$ cat config.mk
export PLATFORM = sky130hd
export DESIGN_NAME = ecpfwd_host_tx
export DESIGN_NICKNAME = d
export VERILOG_FILES = /design/src/rtl/ecpfwd_pkg.sv /design/src/rtl/ecpfwd_sync2.sv /design/src/rtl/ecpfwd_cycle_timer.sv /design/src/rtl/ecpfwd_xfer_count.sv /design/src/rtl/ecpfwd_host_tx.sv
export SDC_FILE = /design/constraint.sdc
export NUM_CORES = 1
export LEC_CHECK = 0
export BUFFER_PORTS_ARGS = -buffer_cell sky130_fd_sc_hd__buf_2
export CORE_UTILIZATION = 51
export CTS_CLUSTER_DIAMETER = 150
export DETAILED_ROUTE_END_ITERATION = 12
export HOLD_SLACK_MARGIN = 0.15
export PLACE_DENSITY_LB_ADDON = 0.05
export SYNTH_ARGS = -nofsm -noshare
export SYNTH_HDL_FRONTEND = slang
export SYNTH_SLANG_ARGS = --single-unit
export TNS_END_PERCENT = 30
$ cat constraint.sdc
create_clock -name clk -period 2.3 [get_ports clk]
set_clock_uncertainty 0.15 [all_clocks]
set_input_delay 0.115 -clock clk [delete_from_list [all_inputs] [get_ports clk]]
set_output_delay 0.115 -clock clk [all_outputs]
set_load 0.05 [all_outputs]
$ cat src/rtl/ecpfwd_pkg.sv
package ecpfwd_pkg;

    typedef enum logic [1:0] {
        ST_IDLE,
        ST_SETUP,
        ST_STROBE,
        ST_RELEASE
    } fwd_state_t;

    localparam logic [1:0] KIND_DATA  = 2'b00;
    localparam logic [1:0] KIND_COUNT = 2'b01;

    // Returns {host_ack_level, data_lines}.
    function automatic logic [8:0] build_lines(input logic [1:0] kind,
                                               input logic [7:0] payload);
        logic [8:0] r;
        if (kind[1])
            r = {1'b0, 1'b1, payload[6:0]};
        else if (kind[0])
            r = {1'b0, 1'b0, payload[6:0]};
        else
            r = {1'b1, payload};
        return r;
    endfunction

endpackage

$ cat src/rtl/ecpfwd_sync2.sv
module ecpfwd_sync2 #(
    parameter int STAGES = 2
) (
    input  logic clk,
    input  logic rst,
    input  logic async_i,
    output logic sync_o
);
    logic [STAGES-1:0] chain_q;

    generate
        for (genvar g = 0; g < STAGES; g++) begin : g_stage
            if (g == 0) begin : g_first
                always_ff @(posedge clk) begin
                    if (rst) chain_q[0] <= 1'b0;
                    else     chain_q[0] <= async_i;
                end
            end else begin : g_next
                always_ff @(posedge clk) begin
                    if (rst) chain_q[g] <= 1'b0;
                    else     chain_q[g] <= chain_q[g-1];
                end
            end
        end
    endgenerate

    assign sync_o = chain_q[STAGES-1];
endmodule

$ cat src/rtl/ecpfwd_cycle_timer.sv
module ecpfwd_cycle_timer #(
    parameter int W = 8
) (
    input  logic         clk,
    input  logic         rst,
    input  logic         clr_i,
    output logic [W-1:0] count_o
);
    always_ff @(posedge clk) begin
        if (rst || clr_i)
            count_o <= '0;
        else if (!(&count_o))
            count_o <= count_o + 1'b1;
    end
endmodule

$ cat src/rtl/ecpfwd_xfer_count.sv
module ecpfwd_xfer_count #(
    parameter int W = 16
) (
    input  logic         clk,
    input  logic         rst,
    input  logic         step_i,
    output logic [W-1:0] count_o
);
    always_ff @(posedge clk) begin
        if (rst)
            count_o <= '0;
        else if (step_i)
            count_o <= count_o + 1'b1;
    end
endmodule

$ cat src/rtl/ecpfwd_host_tx.sv
module ecpfwd_host_tx
    import ecpfwd_pkg::*;
#(
    parameter int CNT_W       = 16,
    parameter int SETUP_W     = 4,
    parameter int TMO_W       = 10,
    parameter int SYNC_STAGES = 2
) (
    input  logic               clk,
    input  logic               rst,
    input  logic               in_valid_i,
    input  logic [1:0]         in_kind_i,
    input  logic [7:0]         in_payload_i,
    output logic               in_ready_o,
    input  logic               abort_i,
    input  logic [SETUP_W-1:0] cfg_setup_clks_i,
    input  logic [TMO_W-1:0]   cfg_timeout_clks_i,
    input  logic               periph_ack_i,
    output logic [7:0]         pd_o,
    output logic               host_ack_o,
    output logic               host_clk_o,
    output logic               byte_done_o,
    output logic [CNT_W-1:0]   xfer_count_o,
    output logic               timeout_err_o
);
    localparam int TMR_W = (SETUP_W > TMO_W) ? SETUP_W : TMO_W;

    fwd_state_t       state_q, state_n;
    logic             ack_s;
    logic [TMR_W-1:0] tmr;
    logic             tmr_clr;
    logic             setup_done, tmo_hit;
    logic             t_start, t_commit, t_timeout;

    ecpfwd_sync2 #(.STAGES(SYNC_STAGES)) u_ack_sync (
        .clk     (clk),
        .rst     (rst),
        .async_i (periph_ack_i),
        .sync_o  (ack_s)
    );

    ecpfwd_cycle_timer #(.W(TMR_W)) u_timer (
        .clk     (clk),
        .rst     (rst),
        .clr_i   (tmr_clr),
        .count_o (tmr)
    );

    ecpfwd_xfer_count #(.W(CNT_W)) u_count (
        .clk     (clk),
        .rst     (rst),
        .step_i  (t_commit),
        .count_o (xfer_count_o)
    );

    assign setup_done = (tmr == TMR_W'(cfg_setup_clks_i));
    assign tmo_hit    = (tmr == TMR_W'(cfg_timeout_clks_i));
    assign tmr_clr    = (state_n != state_q);
    assign in_ready_o = t_commit;

    // Next-state and transition decode
    always_comb begin
        state_n   = state_q;
        t_start   = 1'b0;
        t_commit  = 1'b0;
        t_timeout = 1'b0;
        unique case (state_q)
            ST_IDLE: begin
                if (in_valid_i) begin
                    state_n = ST_SETUP;
                    t_start = 1'b1;
                end
            end
            ST_SETUP: begin
                if (abort_i)
                    state_n = ST_IDLE;
                else if (setup_done)
                    state_n = ST_STROBE;
            end
            ST_STROBE: begin
                if (abort_i) begin
                    state_n = ST_IDLE;
                end else if (ack_s) begin
                    state_n  = ST_RELEASE;
                    t_commit = 1'b1;
                end else if (tmo_hit) begin
                    state_n   = ST_IDLE;
                    t_timeout = 1'b1;
                end
            end
            ST_RELEASE: begin
                if (!ack_s) begin
                    state_n = ST_IDLE;
                end else if (tmo_hit) begin
                    state_n   = ST_IDLE;
                    t_timeout = 1'b1;
                end
            end
            default: state_n = ST_IDLE;
        endcase
    end

    // State register
    always_ff @(posedge clk) begin
        if (rst) state_q <= ST_IDLE;
        else     state_q <= state_n;
    end

    // Registered line outputs and flags
    always_ff @(posedge clk) begin
        if (rst) begin
            host_clk_o    <= 1'b1;
            host_ack_o    <= 1'b1;
            pd_o          <= '0;
            byte_done_o   <= 1'b0;
            timeout_err_o <= 1'b0;
        end else begin
            host_clk_o  <= (state_n != ST_STROBE);
            byte_done_o <= t_commit;
            if (t_start) begin
                {host_ack_o, pd_o} <= build_lines(in_kind_i, in_payload_i);
                timeout_err_o      <= 1'b0;
            end else if (t_timeout) begin
                timeout_err_o <= 1'b1;
            end
        end
    end
endmodule

# Word-level counts from Yosys, hierarchy flattened
# Cells that the tools add are included.
# word_totals
regBits	42
word_cells	43
inputBits	29
# classes
mux	20
n_eq_ne	7
n_reduce_logical	4
addsub	2
# op_table
op	count
$mux W9	2
$add A16 B1 Y16 const B	1
$mux W2	7
$add A10 B1 Y10 const B	1
$eq A10 B10 Y1	1
$eq A10 B4 Y1	1
$reduce_and A10 Y1	1
$mux W1	9
$pmux W2 S4	1
$eq A2 B2 Y1 const B	2
$eq A2 B1 Y1 const B	1
$logic_not A2 Y1	1
$ne A2 B2 Y1	1
$ne A2 B2 Y1 const B	1
$pmux W1 S2	1
$reduce_or A2 Y1	1
$logic_or A1 B1 Y1	1

# Longest topological paths before layout
# logic_depth
word_depth	7
mapped_depth	7
ltp_nobuf	6

# Modules after synthesis
# From an unflattened synthesis, not the netlist that was laid out.
# hier_totals
hier_cells	238
area_unflattened_um2	2082.0
# by_module_without_submodules
mod	area_each_um2	seq_area_each_um2	cells_each	instances
ecpfwd_host_tx	779.5	280.3	95	1
ecpfwd_xfer_count	757.0	320.3	83	1
ecpfwd_cycle_timer	493.0	200.2	56	1
ecpfwd_sync2	52.6	40.0	4	1

# Least setup slack after synthesis
# No wires, ideal clock.
# synth_path
path_kind	reg-to-reg
from	register u_count.count_o[0]
to	register u_count.count_o[12]
t_required_ns	2.022
setup_time_ns	0.128
slack_ns	0.197
arrival_ns	1.825
stages_incl_launch_ff	7
path_cell_list	dfxtp_1 > ha_1 > nand2_1 > nor4_1 > nand3_1 > xor2_1 > nor2_1
# synth_via
elab_chain_len	1
# synth_rtl
element	line	rtl
from (decl)	ecpfwd_xfer_count.sv:7	output logic [W-1:0] count_o
from (signal assigned)	ecpfwd_xfer_count.sv:13	count_o <= count_o + 1'b1;
$add A16 B1 Y16	ecpfwd_xfer_count.sv:13	
# No other way between the ends.
# A chain may end at the register's enable or synchronous reset.

# Worst setup path after layout
# layout_path
from	input in_valid_i
to	register pd_o[7]
# layout_via
elab_chain_len	2
# layout_rtl
element	line	rtl
from (decl)	ecpfwd_host_tx.sv:11	input logic in_valid_i,
$mux W1	ecpfwd_host_tx.sv:69	if (in_valid_i) begin
$mux W1	ecpfwd_host_tx.sv:67	unique case (state_q)
to (signal assigned)	ecpfwd_host_tx.sv:121	{host_ack_o, pd_o} <= build_lines(in_kind_i, in_payload_i);
to (decl)	ecpfwd_host_tx.sv:19	output logic [7:0] pd_o,
# No other way between the ends.

==> results by group <==
Outcome
  • Run status: finished clean

Timing
  • Crit share post-route: 0.943
  • Worst-margin pin slew: 0.588 ns
  • RSZ-0062 raised after global routing: no
  • Final setup viols: 0
  • Final Max Slew Viols: 0
  • Slew HR: 0.608
  • Hold Fails Final Rpt: 0
  • Max Clk Rate: 461 MHz
  • Min Tclk post-route: 2.17 ns
  • Worst setup margin: 0.130 ns
  • Setup_tns: 0 ns

Worst setup path
  • Worst Path Required: 2.30 ns
  • Slowest stage cell, crit path: or3b_2
  • Critical-path maximum fanout: 11
  • Crit. End Element: register
  • CP startpoint: in_valid_i
  • FF-to-FF setup slack: 0.13 ns
  • Worst path cell trace: dlygate4sd3_1 > buf_2 > or3b_2 > nor3_1 > dlygate4sd3_1 > nor3_1
  • Buf+Inv Stages, Crit Path: 3
  • Worst r2r src: state_q[0]$_SDFF_PP0_
  • Critical path launch point type: primary input
  • Type of the worst setup path: primary input to register
  • CP top delay family: buffers and inverters
  • Critical Path Max Stage Delay: 0.58 ns
  • Crit path DAT: 2.17 ns

Floorplan
  • Rows: 22
  • Die W: 64.2 µm
  • Number of top-level pins: 58
  • Die Ht: 64.2 µm
  • Die area: 4120 µm²
  • Core area: 3690 µm²
  • Initial core utilization: 0.534

Logic synthesis
  • YS warnings: 0
  • Syn Inst Count: 225
  • Synth Area in Adders: 0.0127
  • Synth area leader: dfxtp_1
  • Sequential share of the synthesized area: 0.427
  • Compound-gate portion of the synthesized area: 0.0876
  • Largest family of logic cells by synthesized area: simple AND/OR/NAND/NOR gates
  • Top cell type's share of synthesized area: 0.427
  • Top-count cell post-synth: dfxtp_1
  • Synth Register Bits: 42
  • Synth Flop Type: dfxtp_1
  • EDFF count, synth: 0
  • Multiplexer share of the synthesized area: 0.0210
  • Syn Nets: 256
  • Synth Area in XOR/XNOR: 0.147
  • Synth top cells by count: dfxtp_1 (42), nor2_1 (27), nand2_1 (26), xor2_1 (26), a21oi_1 (12)
  • Synthesized area: 1970 µm²
  • Synth Area per Inst: 8.76 µm²
  • Simple-gate share of the synthesized area: 0.265
  • Asr flop ratio synth: 0
  • Synth unique cells: 39
  • Largest cells by area after synthesis: dfxtp_1 (43%), xor2_1 (12%), nor2_1 (5.1%)

Finish
  • Footprint of the multi-input gates: 1060 µm²
  • Diode count: 0
  • Nets: 329
  • Layout fillers: 334
  • Storage cell area: 841 µm²
  • Synth-to-Final Area Change: 28.7%
  • Layout cell share with drive strength beyond 1: 0.281

CTS
  • CTS clk-pin slew, worst paths: 0.08 ns
  • TritonCTS clock tree: yes
  • TritonCTS Sinks: 42
  • Root buffer cell: clkbuf_8
  • Clock buffer depth: 2
  • H-tree Lvls: 2
  • Total CTS buffers: 5
  • Later-pin clock latency in the skew report: 0.28 ns

GRT
  • Gr usage total: 0.221
  • Initial antenna violation count: 0
  • Vias in the first global route: 1,667
  • Overflow after GRT: 0
  • Largest net degree at the start of global routing: 34
  • First-pass GRT wire length: 7250 µm

Place
  • RD Place Congestion: 0.903
  • Worst slack, placed: 0.197 ns
  • Detailed placer's ending HPWL: 2930 µm
  • Number of port buffers: 57

Route
  • Avg Vias per Cell: 5.07
  • Vias after detailed routing: 1,760
  • Initial drt markers: 101
  • Drt total wl: 4230 µm
  • WL per Instance: 12.2 µm
  • Post-route antenna net violation count: 0
  • Pre-Repair DR Iteration Count: 4
  • Drt drc: 0

Run
  • Max-cap violations: 0

Power
  • Max rail drop VDD: 347 µV
  • Psw: 351 µW
  • Tot Pwr: 1.41 mW
  • Sw frac: 0.249
  • Clock share of power: 0.337
  • PwrDens: 556 nW/µm²
  • Combinational share of power: 0.127
  • Seq pwr share: 0.537
  • Internal: 1.06 mW
  • LEAKAGE: 1.13 nW

Worst hold path
  • Hold_sp: rst
  • Worst Hold Class: primary input to register
## final timing paths
path / endpoint / depth (start not counted)
hold reg to reg: u_ack_sync.sync_o$_SDFF_PP0_ / 1
hold / removal: u_count.count_o[0]$_SDFFE_PP0P_ / 2
setup reg to reg: pd_o[7]$_SDFFE_PP0P_ / 4
setup / recovery: pd_o[7]$_SDFFE_PP0P_ / 6
## cell type report
class | instances | area share
clock buffers | 7 | 0.0340
clock inverters | 1 | 0.00197
inverters | 3 | 0.00444
multi-input cells | 168 | 0.417
flip-flops and latches | 42 | 0.332
well taps | 48 | 0.0237
repair buffers | 78 | 0.187
## registers in the layout (all words and copies together), names as in the netlist
register            count
u_count.count_o        16
u_timer.count_o        10
pd_o                    8
state_q                 2
byte_done_o             1
host_ack_o              1
host_clk_o              1
timeout_err_o           1
u_ack_sync.chain_q      1
u_ack_sync.sync_o       1
## kinds of logic after synthesis
family | after synthesis
fa+ha+maj | 2
simple gates | 103
compound gates | 26
xor+xnor | 33
flops | 42
mux | 4
buf+inv | 15
## layer usage
metal,part of all wire,up-vias,GRT usage
li1,-,910,-
met1,0.48,804,0.262
met2,0.48,42,0.407
met3,0.037,4,0.0464
met4,0.0059,0,0.0472
met5,0,-,0
## through the flow
stage,cell area [µm²],hold WS [ns],std cells,utilization
2_1_floorplan,1970,0.0932,225,-
3_3_place_gp,2310,0.179,326,0.626
3_5_place_dp,2310,0.182,326,0.626
4_1_cts,2530,0.165,347,0.686
5_1_grt,2540,0.197,347,0.688
6_report,2540,0.172,347,0.688
## power groups by stage
stage / Combinational [mW] / Clock (mW) / Sequential [mW]
4_1_cts: 0.177 / 0.490 / 0.757
3_3_place_gp: 0.159 / 0 / 0.774
5_1_grt: 0.197 / 0.514 / 0.760
2_1_floorplan: 0.0746 / 0 / 0.806
6_report: 0.179 / 0.475 / 0.757
3_5_place_dp: 0.160 / 0 / 0.774
## repair_timing
action                                  4_1_cts  5_1_grt
buffers inserted                              0        0
resized for setup                             0        1
endpoints found under the setup margin        0       10
hold endpoints to repair                     12        0
hold buffers                                 13        0
## layout by cell type (no fill, tap or decap), types with 4 or more instances in the layout
cell	count
xor2_1	26
dlygate4sd3_1	13
nor2b_1	4
buf_2	57
nor3_1	8
a21oi_1	12
clkbuf_8	6
xnor2_1	7
nand4_1	5
dfxtp_1	42
nand2_1	26
nand3_1	11
buf_4	8
nor2_1	27
a31oi_1	5
## worst register-to-register path: stages, from the launching register on
cell,delay [ns]
dfxtp_1,0.40
or3b_2,0.64
nor3_1,0.22
dlygate4sd3_1,0.58
nor3_1,0.04
Note: power is estimated with default switching activity, not from simulation.
